<file path="src/rtl/addr_dec_pkg.sv">
// Package: register-slot encoding and bit positions shared by the decoder.
// Assumes 32-bit registers with targets in control bits [7:4].
package addr_dec_pkg;
    typedef enum logic [1:0] {
        SLOT_CTRL = 2'd0,
        SLOT_SEC  = 2'd1,
        SLOT_LO   = 2'd2,
        SLOT_HI   = 2'd3
    } slot_e;

    localparam int CTRL_EN_BIT = 0;
    localparam int CTRL_TID_LSB = 4;
    localparam int SEC_WR_BIT = 0;
    localparam int SEC_RD_BIT = 1;
    localparam int BOUND_LSB = 4;
    localparam int PAGE_SHIFT = 20;
endpackage

</file>
<file path="src/rtl/addr_dec_regs.sv">
// Module: window and global register file with combinational readback.
// Assumes DATA_W > CTRL_TID_LSB + TID_W and RA_W wide enough for 4*NUM_WIN.
module addr_dec_regs
    import addr_dec_pkg::*;
#(
    parameter int NUM_WIN = 8,
    parameter int DATA_W  = 32,
    parameter int TID_W   = 4,
    parameter int RA_W    = 6,
    localparam int BND_W  = DATA_W - BOUND_LSB
) (
    input  logic                          clk,
    input  logic                          rst_n,
    input  logic                          reg_we,
    input  logic [RA_W-1:0]               reg_addr,
    input  logic [DATA_W-1:0]             reg_wdata,
    output logic [DATA_W-1:0]             reg_rdata,
    output logic [NUM_WIN-1:0]            win_en,
    output logic [NUM_WIN-1:0][TID_W-1:0] win_tid,
    output logic [NUM_WIN-1:0]            win_wsec,
    output logic [NUM_WIN-1:0]            win_rsec,
    output logic [NUM_WIN-1:0][BND_W-1:0] win_lo,
    output logic [NUM_WIN-1:0][BND_W-1:0] win_hi,
    output logic [TID_W-1:0]              dflt_tid
);
    localparam logic [RA_W-1:0] GLB_ADDR = RA_W'(NUM_WIN * 4);

    logic [RA_W-3:0] idx;
    slot_e           slot;

    assign idx  = reg_addr[RA_W-1:2];
    assign slot = slot_e'(reg_addr[1:0]);

    genvar w;
    generate
        for (w = 0; w < NUM_WIN; w++) begin : g_win
            logic sel;
            assign sel = reg_we && (idx == (RA_W-2)'(w));

            // Hold one window's fields; each slot writes only its own field.
            always_ff @(posedge clk) begin
                if (!rst_n) begin
                    win_en[w]   <= 1'b0;
                    win_tid[w]  <= '0;
                    win_wsec[w] <= 1'b0;
                    win_rsec[w] <= 1'b0;
                    win_lo[w]   <= '0;
                    win_hi[w]   <= '0;
                end else if (sel) begin
                    case (slot)
                        SLOT_CTRL: begin
                            win_en[w]  <= reg_wdata[CTRL_EN_BIT];
                            win_tid[w] <= reg_wdata[CTRL_TID_LSB +: TID_W];
                        end
                        SLOT_SEC: begin
                            win_wsec[w] <= reg_wdata[SEC_WR_BIT];
                            win_rsec[w] <= reg_wdata[SEC_RD_BIT] & ~reg_wdata[SEC_WR_BIT];
                        end
                        SLOT_LO: win_lo[w] <= reg_wdata[DATA_W-1:BOUND_LSB];
                        SLOT_HI: win_hi[w] <= reg_wdata[DATA_W-1:BOUND_LSB];
                        default: ;
                    endcase
                end
            end
        end
    endgenerate

    // Hold the default target used when no window matches.
    always_ff @(posedge clk) begin
        if (!rst_n)
            dflt_tid <= '0;
        else if (reg_we && reg_addr == GLB_ADDR)
            dflt_tid <= reg_wdata[TID_W-1:0];
    end

    // Rebuild the addressed register image for software readback.
    always_comb begin
        reg_rdata = '0;
        if (reg_addr == GLB_ADDR) begin
            reg_rdata[TID_W-1:0] = dflt_tid;
        end else begin
            for (int i = 0; i < NUM_WIN; i++) begin
                if (idx == (RA_W-2)'(i)) begin
                    case (slot)
                        SLOT_CTRL: begin
                            reg_rdata[CTRL_EN_BIT] = win_en[i];
                            reg_rdata[CTRL_TID_LSB +: TID_W] = win_tid[i];
                        end
                        SLOT_SEC: begin
                            reg_rdata[SEC_WR_BIT] = win_wsec[i];
                            reg_rdata[SEC_RD_BIT] = win_rsec[i];
                        end
                        SLOT_LO: reg_rdata[DATA_W-1:BOUND_LSB] = win_lo[i];
                        SLOT_HI: reg_rdata[DATA_W-1:BOUND_LSB] = win_hi[i];
                        default: ;
                    endcase
                end
            end
        end
    end
endmodule

</file>
<file path="src/rtl/addr_dec_match.sv">
// Module: range comparator for one window at 1 MiB page resolution.
// Assumes the page number (ADDR_W-20 bits) fits in the bound field width.
module addr_dec_match #(
    parameter int BND_W  = 28,
    parameter int PAGE_W = 20
) (
    input  logic              en,
    input  logic [BND_W-1:0]  lo,
    input  logic [BND_W-1:0]  hi,
    input  logic [PAGE_W-1:0] page,
    output logic              hit
);
    logic [BND_W-1:0] page_ext;

    // Zero-extend the page and test both inclusive bounds.
    always_comb begin
        page_ext = BND_W'(page);
        hit = en && (page_ext >= lo) && (page_ext <= hi);
    end
endmodule

</file>
<file path="src/rtl/addr_dec_prio.sv">
// Module: fixed-priority picker, lowest index first.
// Assumes NUM_WIN >= 2.
module addr_dec_prio #(
    parameter int NUM_WIN = 8,
    localparam int IDX_W  = $clog2(NUM_WIN)
) (
    input  logic [NUM_WIN-1:0] hits,
    output logic               any,
    output logic [IDX_W-1:0]   idx
);
    // Scan from the top down so the lowest set index is assigned last.
    always_comb begin
        any = |hits;
        idx = '0;
        for (int i = NUM_WIN - 1; i >= 0; i--) begin
            if (hits[i]) idx = IDX_W'(i);
        end
    end
endmodule

</file>
<file path="src/rtl/addr_dec_top.sv">
// Module: address window decoder top. It registers one decode result per
// request, one cycle after the request. It assumes requests use the
// register contents at the same edge that captures them.
module addr_dec_top
    import addr_dec_pkg::*;
#(
    parameter int NUM_WIN = 8,
    parameter int ADDR_W  = 40,
    parameter int TID_W   = 4,
    parameter int DATA_W  = 32,
    localparam int RA_W   = $clog2(NUM_WIN * 4 + 1),
    localparam int BND_W  = DATA_W - BOUND_LSB,
    localparam int PAGE_W = ADDR_W - PAGE_SHIFT,
    localparam int IDX_W  = $clog2(NUM_WIN)
) (
    input  logic              clk,
    input  logic              rst_n,
    input  logic              reg_we,
    input  logic [RA_W-1:0]   reg_addr,
    input  logic [DATA_W-1:0] reg_wdata,
    output logic [DATA_W-1:0] reg_rdata,
    input  logic              dec_valid,
    input  logic [ADDR_W-1:0] dec_addr,
    input  logic              dec_write,
    input  logic              dec_nonsecure,
    output logic              res_valid,
    output logic [TID_W-1:0]  res_target,
    output logic              res_hit,
    output logic              res_secviol
);
    logic [NUM_WIN-1:0]            win_en;
    logic [NUM_WIN-1:0][TID_W-1:0] win_tid;
    logic [NUM_WIN-1:0]            win_wsec;
    logic [NUM_WIN-1:0]            win_rsec;
    logic [NUM_WIN-1:0][BND_W-1:0] win_lo;
    logic [NUM_WIN-1:0][BND_W-1:0] win_hi;
    logic [TID_W-1:0]              dflt_tid;
    logic [NUM_WIN-1:0]            hits;
    logic                          any_hit;
    logic [IDX_W-1:0]              win_idx;
    logic                          viol;

    addr_dec_regs #(
        .NUM_WIN(NUM_WIN), .DATA_W(DATA_W), .TID_W(TID_W), .RA_W(RA_W)
    ) u_regs (
        .clk(clk), .rst_n(rst_n), .reg_we(reg_we), .reg_addr(reg_addr),
        .reg_wdata(reg_wdata), .reg_rdata(reg_rdata), .win_en(win_en),
        .win_tid(win_tid), .win_wsec(win_wsec), .win_rsec(win_rsec),
        .win_lo(win_lo), .win_hi(win_hi), .dflt_tid(dflt_tid)
    );

    genvar w;
    generate
        for (w = 0; w < NUM_WIN; w++) begin : g_cmp
            addr_dec_match #(.BND_W(BND_W), .PAGE_W(PAGE_W)) u_match (
                .en(win_en[w]), .lo(win_lo[w]), .hi(win_hi[w]),
                .page(dec_addr[ADDR_W-1:PAGE_SHIFT]), .hit(hits[w])
            );
        end
    endgenerate

    addr_dec_prio #(.NUM_WIN(NUM_WIN)) u_prio (
        .hits(hits), .any(any_hit), .idx(win_idx)
    );

    // Flag a non-secure access that breaks the selected window's policy.
    always_comb begin
        viol = any_hit && dec_nonsecure &&
               (dec_write ? win_wsec[win_idx] : win_rsec[win_idx]);
    end

    // Register the decode result for one-cycle latency.
    always_ff @(posedge clk) begin
        if (!rst_n) begin
            res_valid   <= 1'b0;
            res_target  <= '0;
            res_hit     <= 1'b0;
            res_secviol <= 1'b0;
        end else begin
            res_valid <= dec_valid;
            if (dec_valid) begin
                res_secviol <= viol;
                res_hit     <= any_hit && !viol;
                res_target  <= viol ? '0 : (any_hit ? win_tid[win_idx] : dflt_tid);
            end
        end
    end
endmodule

</file>
<file path="config.mk">
export PLATFORM = sky130hd
export DESIGN_NAME = addr_dec_top
export DESIGN_NICKNAME = d
export VERILOG_FILES = /design/src/rtl/addr_dec_pkg.sv /design/src/rtl/addr_dec_regs.sv /design/src/rtl/addr_dec_match.sv /design/src/rtl/addr_dec_prio.sv /design/src/rtl/addr_dec_top.sv
export SDC_FILE = /design/constraint.sdc
export NUM_CORES = 2
export LEC_CHECK = 0
export BUFFER_PORTS_ARGS = -buffer_cell sky130_fd_sc_hd__clkbuf_2
export CAP_MARGIN = 10
export CORE_UTILIZATION = 63
export DETAILED_ROUTE_END_ITERATION = 12
export HOLD_SLACK_MARGIN = 0.15
export PLACE_DENSITY = 0.81
export SLEW_MARGIN = 20
export SYNTH_ARGS = -nofsm -noshare
export SYNTH_HDL_FRONTEND = slang
export SYNTH_SLANG_ARGS = --single-unit
</file>
<file path="constraint.sdc">
create_clock -name clk -period 4.6 [get_ports clk]
set_input_delay 0.46 -clock clk [delete_from_list [all_inputs] [get_ports clk]]
set_output_delay 0.46 -clock clk [all_outputs]
set_load 0.05 [all_outputs]
</file>
# After elaboration in Yosys (flattened, before gate mapping)
# Index checks and enable logic that the tools add are counted.
totals:
  ff_bits: 515
  in_bits: 84
  out_inout_bits: 39
  wordCells: 218
op_classes:
  magnitude_cmp: 17
  n_eq_ne: 11
  mux: 71
  n_bitwise: 2
  reduce_logical: 64
op_table:
  columns: ["cell", "n"]
  rows:
  - ["one-hot mux 24 bit (2 select lines)", 8]
  - ["two-way mux 28 bit", 10]
  - ["greater-or-equal comparator 20 x 28 -> 1 bit", 8]
  - ["<= comparator 20 x 28 -> 1 bit", 8]
  - ["one-hot mux 4 bit (3 select lines)", 8]
  - ["AND reduction 2 bit", 32]
  - ["logical AND 1 bit", 28]
  - ["two-way mux 2 bit", 12]
  - ["two-way mux 3 bit", 8]
  - ["equality test 4 x 3 -> 1 bit (second input constant)", 4]
  - ["one-hot mux 1 bit (2 select lines)", 8]
  - ["binary-select mux 4 bit (select 3 bit)", 1]
  - ["two-way mux 4 bit", 3]
  - ["two-way mux 1 bit", 11]
  - ["equality test 4 x 2 -> 1 bit (second input constant)", 2]
  - ["OR reduction 8 bit", 1]
  - ["binary-select mux 1 bit (select 3 bit)", 2]
  - ["equality test 6 bit (second input constant)", 1]
  - ["equality test 2 bit (second input constant)", 2]
  - ["equality test 4 x 1 -> 1 bit (second input constant)", 1]
  - ["logical NOT 4 bit", 1]
  - ["< comparator 3 x 4 -> 1 bit (second input constant)", 1]
  - ["equality test 2 x 1 -> 1 bit (second input constant)", 1]
  - ["logical NOT 2 bit", 1]
  - ["3 further kinds", 3]

# Longest topological paths before layout
depth:
  depth_word: 20
  depth_mapped: 16
  depth_no_buf: 14

# By module
# From an unflattened synthesis, not the netlist that was laid out.
unflattened:
  cells_unflattened: 4298
  area_unflattened_um2: 33942.6
by_module_without_submodules:
  columns: ["mod", "instances", "cells_each", "area_each_um2", "seq_area_each_um2"]
  rows:
  - ["addr_dec_regs", 1, 3047, 24644.9, 10169.8]
  - ["addr_dec_match", 8, 144, 1058.5, 0.0]
  - ["addr_dec_top", 1, 86, 748.2, 140.1]
  - ["addr_dec_prio", 1, 13, 81.3, 0.0]

# Worst setup path before layout
# Ideal clock, no wire load.
synth_timing:
  kind: "input port to flip-flop"
  start: "in dec_addr[20]"
  end: "reg res_target[3]"
  arrival_ns: 4.058
  t_required_ns: 4.504
  slack_ns: 0.446
  stages: 15
  n_path_buf: 1
  path_cell_list: "inv_1 ha_1 nand2b_1 a21o_1 a211o_1 a41o_1 o221ai_1 o22ai_1 o211a_1 buf_4 a21oi_4 mux2_4 a311o_1 o31a_1 o41ai_2"
synth_between:
  elab_chain_len: 16
  elab_cells_between_ends: 52
synth_rtl:
  columns: ["element", "line_no", "rtl"]
  rows:
  - ["from (decl)", "addr_dec_top.sv:23", "input logic [ADDR_W-1:0] dec_addr,"]
  - ["greater-or-equal comparator 20 x 28 -> 1 bit", "addr_dec_match.sv:18", "hit = en && (page_ext >= lo) && (page_ext <= hi);"]
  - ["logical AND 1 bit (2 in a row)", "addr_dec_match.sv:18", null]
  - ["two-way mux 3 bit (8 in a row)", "addr_dec_prio.sv:16", "if (hits[i]) idx = IDX_W'(i);"]
  - ["binary-select mux 1 bit (select 3 bit)", "addr_dec_top.sv:69", "(dec_write ? win_wsec[win_idx] : win_rsec[win_idx]);"]
  - ["two-way mux 1 bit (implied by the code)", "addr_dec_top.sv:69", null]
  - ["two-way mux 1 bit", "addr_dec_top.sv:69", null]
  - ["logical AND 1 bit", "addr_dec_top.sv:68", "viol = any_hit && dec_nonsecure &&"]
  - ["two-way mux 4 bit *", "addr_dec_top.sv:84", "res_target <= viol ? '0 : (any_hit ? win_tid[win_idx] : dflt_tid);"]
  - ["to (signal assigned)", "addr_dec_top.sv:84", null]
  - ["to (decl)", "addr_dec_top.sv:27", "output logic [TID_W-1:0] res_target,"]
# Mark *: on every way between the ends. The rest lies on a longest branch, timed or not. The select of a mux whose other input is x is not followed.
# A chain may end at the register's enable or synchronous reset.

# Worst setup path after layout
layout_timing:
  start: "reg u_regs.win_hi[151] in the netlist's numbering"
  end: "reg res_target[3]"
layout_between:
  elab_chain_len: 13
  elab_cells_between_ends: 20
layout_rtl:
  columns: ["element", "line_no", "rtl"]
  rows:
  - ["from (decl)", "addr_dec_regs.sv:23", "output logic [NUM_WIN-1:0][BND_W-1:0] win_hi,"]
  - ["from (signal, indexed assignment)", "addr_dec_regs.sv:60", "SLOT_HI: win_hi[w] <= reg_wdata[DATA_W-1:BOUND_LSB];"]
  - ["<= comparator 20 x 28 -> 1 bit *", "addr_dec_match.sv:18", null]
  - ["logical AND 1 bit *", "addr_dec_match.sv:18", null]
  - ["two-way mux 3 bit (6 in a row)", "addr_dec_prio.sv:16", null]
  - ["binary-select mux 1 bit (select 3 bit)", "addr_dec_top.sv:69", null]
  - ["two-way mux 1 bit (implied by the code)", "addr_dec_top.sv:69", null]
  - ["two-way mux 1 bit", "addr_dec_top.sv:69", null]
  - ["logical AND 1 bit", "addr_dec_top.sv:68", null]
  - ["two-way mux 4 bit *", "addr_dec_top.sv:84", null]
# Marked as above.

==> results.toml <==
[floorplanning]
die_height_um = 224
initial_core_util_pct = 64.5
io_pins = 123
num_rows = 80
die_x_um = 224
die_area_mm2 = 0.0502
core-area_mm2 = 0.0481

[pwr]
power_frac_seq_pct = 43.3
p_leak_nw = 12.3
p_comb_share_pct = 10.4
power_density_mw_per_mm2 = 302
power.switching_mw = 2.73
p_clk_share_pct = 46.3
power.internal_mw = 7.64
ir_drop_mv = 0.308
sw_frac_of_total_pct = 26.3

[yosys]
synth-compound-area-share_pct = 20.1
syn_area_mm2 = 0.0311
synth_top_family_by_area = "simple AND/OR/NAND/NOR gates"
yosys.area.top_type = "dfxtp_1"
synth_seq_cells = 515
synth_flop_cell = "dfxtp_1"
synthMuxAreaShare_pct = 5.98
syn_area_per_cell_um2 = 7.33
synth_xor_area_share_pct = 0
synth_adder_area_share_pct = 12.9
synthArstFlopShare_pct = 0
synth_area_leaders = "dfxtp_1 (33%), nand2_1 (13%), ha_1 (13%)"
synth-edff-count = 0
synth_nets = 4641
synth-simple-area-share_pct = 20.7
synth_cell_types = 73
synth_seq_area_share_pct = 33.2
synth_warnings = 0
synth_top_area_share_pct = 33.2
netlist_instances = 4237

[finish]
drive_above_1_share_pct = 8.62
final_cell_mix = "nand2_1 (1113), a21oi_1 (711), dfxtp_1 (515)"
n_antenna_cell = 0
fin_util_pct = 71.4
nets = 4649
final_common_cell = "nand2_1"
area_growth_pct = 10.6

[timing]
hold_viol = 0
hold_ws_ns = 0.237
tightestPinTransition_ns = 1.10
finalSetupViolCount = 0
skew_ns = 0.0159
drv_slew = 0
fin_crit_sh_pct = 94.2
maxSlewHeadroom_pct = 26.4
timing.fmax_mhz = 231
rsz0062_at_grt = "no"
min_period_ns = 4.33

[clocking]
cts_resized = 0
clk_latency_ns = 0.66
cts_setup_buffers = 0
clockBufferDepth = 3
clk_pin_slew_ns = 0.06
clock_sinks = 515
tritoncts = "built"
root_buffer = "clkbuf_16"
cts_buffers = 55
htree_levels = 2

[worst_setup_path]
slowest_delay_ns = 0.54
crit_chain = "inv_1 > ha_1 > a21oi_1 > o21ai_0 > o311a_1 > o41a_1 > o2bb2ai_1 > nor2b_1 > o21ba_2 > buf_4 > nor3b_1 > a311o_1 > o31a_1 > o41ai_2"
critPathKind = "reg2reg"
cp_max_fo = 9
critPathLaunchType = "flop"
r2r_start = "u_regs.win_hi[151]"
r2r-end = "res_target[3]"
required_ns = 5.15
reg2reg_depth = 14
worst-r2r-setup-slack_ns = 0.27
cp_num_buf_inv = 2
arrival_ns = 4.88
crit_family = "compound AO/OA/AOI/OAI gates"
end_kind = "flop"
critPathSlowestCell = "o2bb2ai_1"

[status]
outcome = "finished clean"

[detailed_routing]
finalWirelength_mm = 105
drc_errors = 0
vias = 31100
ant_nets = 0
drt-initial-drc-count = 4229
vias_per_cell = 6.30
first_pass_iters = 6
avgRoutedWirePerCell_um = 21.3

[flow_run]
drv_cap = 0

[grt]
grt_max_degree = 145
grt_pass1_wl_mm = 160
track_usage_pct = 40.9
antenna_found_initial = 2
overflow = 0
grt_pass1_vias = 27800

[placed_design]
place_congestion = 1.02
portBuffers = 102
dpl.hpwl_mm = 72.8

[hold_path]
hold_end = "u_regs.dflt_tid[2]"
holdCritStartpoint = "reg_we"
min_path_cells = 3
min_path_type = "in2reg"
through the flow:
stage / cell area, um2 / cells / setup slack, ns / TNS (ns) / power, mW
floorplan: 31100 / 4237 / 0.446 / 0 / 5.24
global placement: 32400 / 4840 / 0.0544 / 0 / 5.60
detailed placement: 32400 / 4840 / -0.00847 / -0.00847 / 5.62
CTS: 34400 / 4947 / 0.406 / 0 / 10.3
global route: 34400 / 4947 / 0.150 / 0 / 10.6
finish: 34400 / 4947 / 0.268 / 0 / 10.4
sequential cells by signal (all words and copies together), names as in the netlist, 4 cells and up:
signal,cells
res_target,4
u_regs.dflt_tid,4
u_regs.win_wsec,8
u_regs.win_tid,32
u_regs.win_rsec,8
u_regs.win_en,8
u_regs.win_lo,224
u_regs.win_hi,224
synth_stat cells (4+ instances only):
library cell  number
nand2_1         1114
a221oi_1           4
nand3_1           61
dfxtp_1          515
a211o_1            6
nor3_1            32
o2111ai_1          4
or3_1             25
ha_1             320
nor3b_1            4
nor2b_1           28
clkbuf_1         253
or4_1              6
mux2_2            25
nand2b_1          15
and4_1             4
or2_2              6
nand4_1           54
a22oi_1           27
a22o_1             4
a211oi_1          15
nor4_1            29
a31oi_1            8
a21o_1            35
o31ai_1            5
o21a_1             8
inv_1            314
a21oi_1          711
mux2i_1          156
o211ai_1          31
o221ai_1          30
o22ai_1           67
nor2_1           140
and3_1             7
o21ai_0           94
buf_1             17
timing repair:
item	4_1_cts	5_1_grt
hold endpoints to repair	4	0
hold buffers	4	0
endpoints found under the setup margin	0	0
area by class of cell:
cell class              instances  area [um2]
clock inverters                21         320
flip-flops and latches        515       10300
clock buffers                  82        1620
well taps                     656         821
repair buffers                223        1510
inverters                     315        1190
fillers                      3927       13800
multi-input cells            3135       18600
power by group through the flow:
stage	Combinational, mW	Clock, mW	Sequential [mW]
floorplan	0.648	0	4.59
global placement	1.01	0	4.59
detailed placement	1.03	0	4.59
CTS	1.04	4.80	4.49
global route	1.14	5.00	4.49
finish	1.07	4.80	4.49
worst reg2reg max path: stages, from the launching register on:
cell and delay (ns):
dfxtp_1 0.36, inv_1 0.06, ha_1 0.30, a21oi_1 0.15, o21ai_0 0.22, o311a_1 0.41, o41a_1 0.50, o2bb2ai_1 0.54
nor2b_1 0.12, o21ba_2 0.25, buf_4 0.17, nor3b_1 0.14, a311o_1 0.34, o31a_1 0.37, o41ai_2 0.31
how the worst max path moves through the flow:
stage	startpoint	endpoint	slack (ns)	cells past startpoint
2_1_floorplan	dec_addr[20]	res_target[3]	0.45	15
3_3_place_gp	dec_addr[31]	res_target[3]	0.05	14
3_5_place_dp	dec_addr[31]	res_target[3]	-0.008	14
4_1_cts	u_regs.win_hi[151]	res_target[3]	0.41	14
5_1_grt	u_regs.win_hi[151]	res_target[3]	0.15	14
6_report	u_regs.win_hi[151]	res_target[3]	0.27	14
metal layers:
layer  vias up  track usage (%)  part of all wire, %
met4         2             20.8                  5.9
li1      14500                -                    -
met5         -                0                0.012
met2      1898             63.0                   44
met1     14300             55.1                   39
met3       386             7.06                   11
kinds of logic after synthesis:
logic type	Yosys count
AOI/OAI and AO/OA	1092
and+or+nand+nor	1541
DFF	515
buffers and inverters	587
muxes	182
adders and majority gates	320
(Power assumes the default switching activity.)
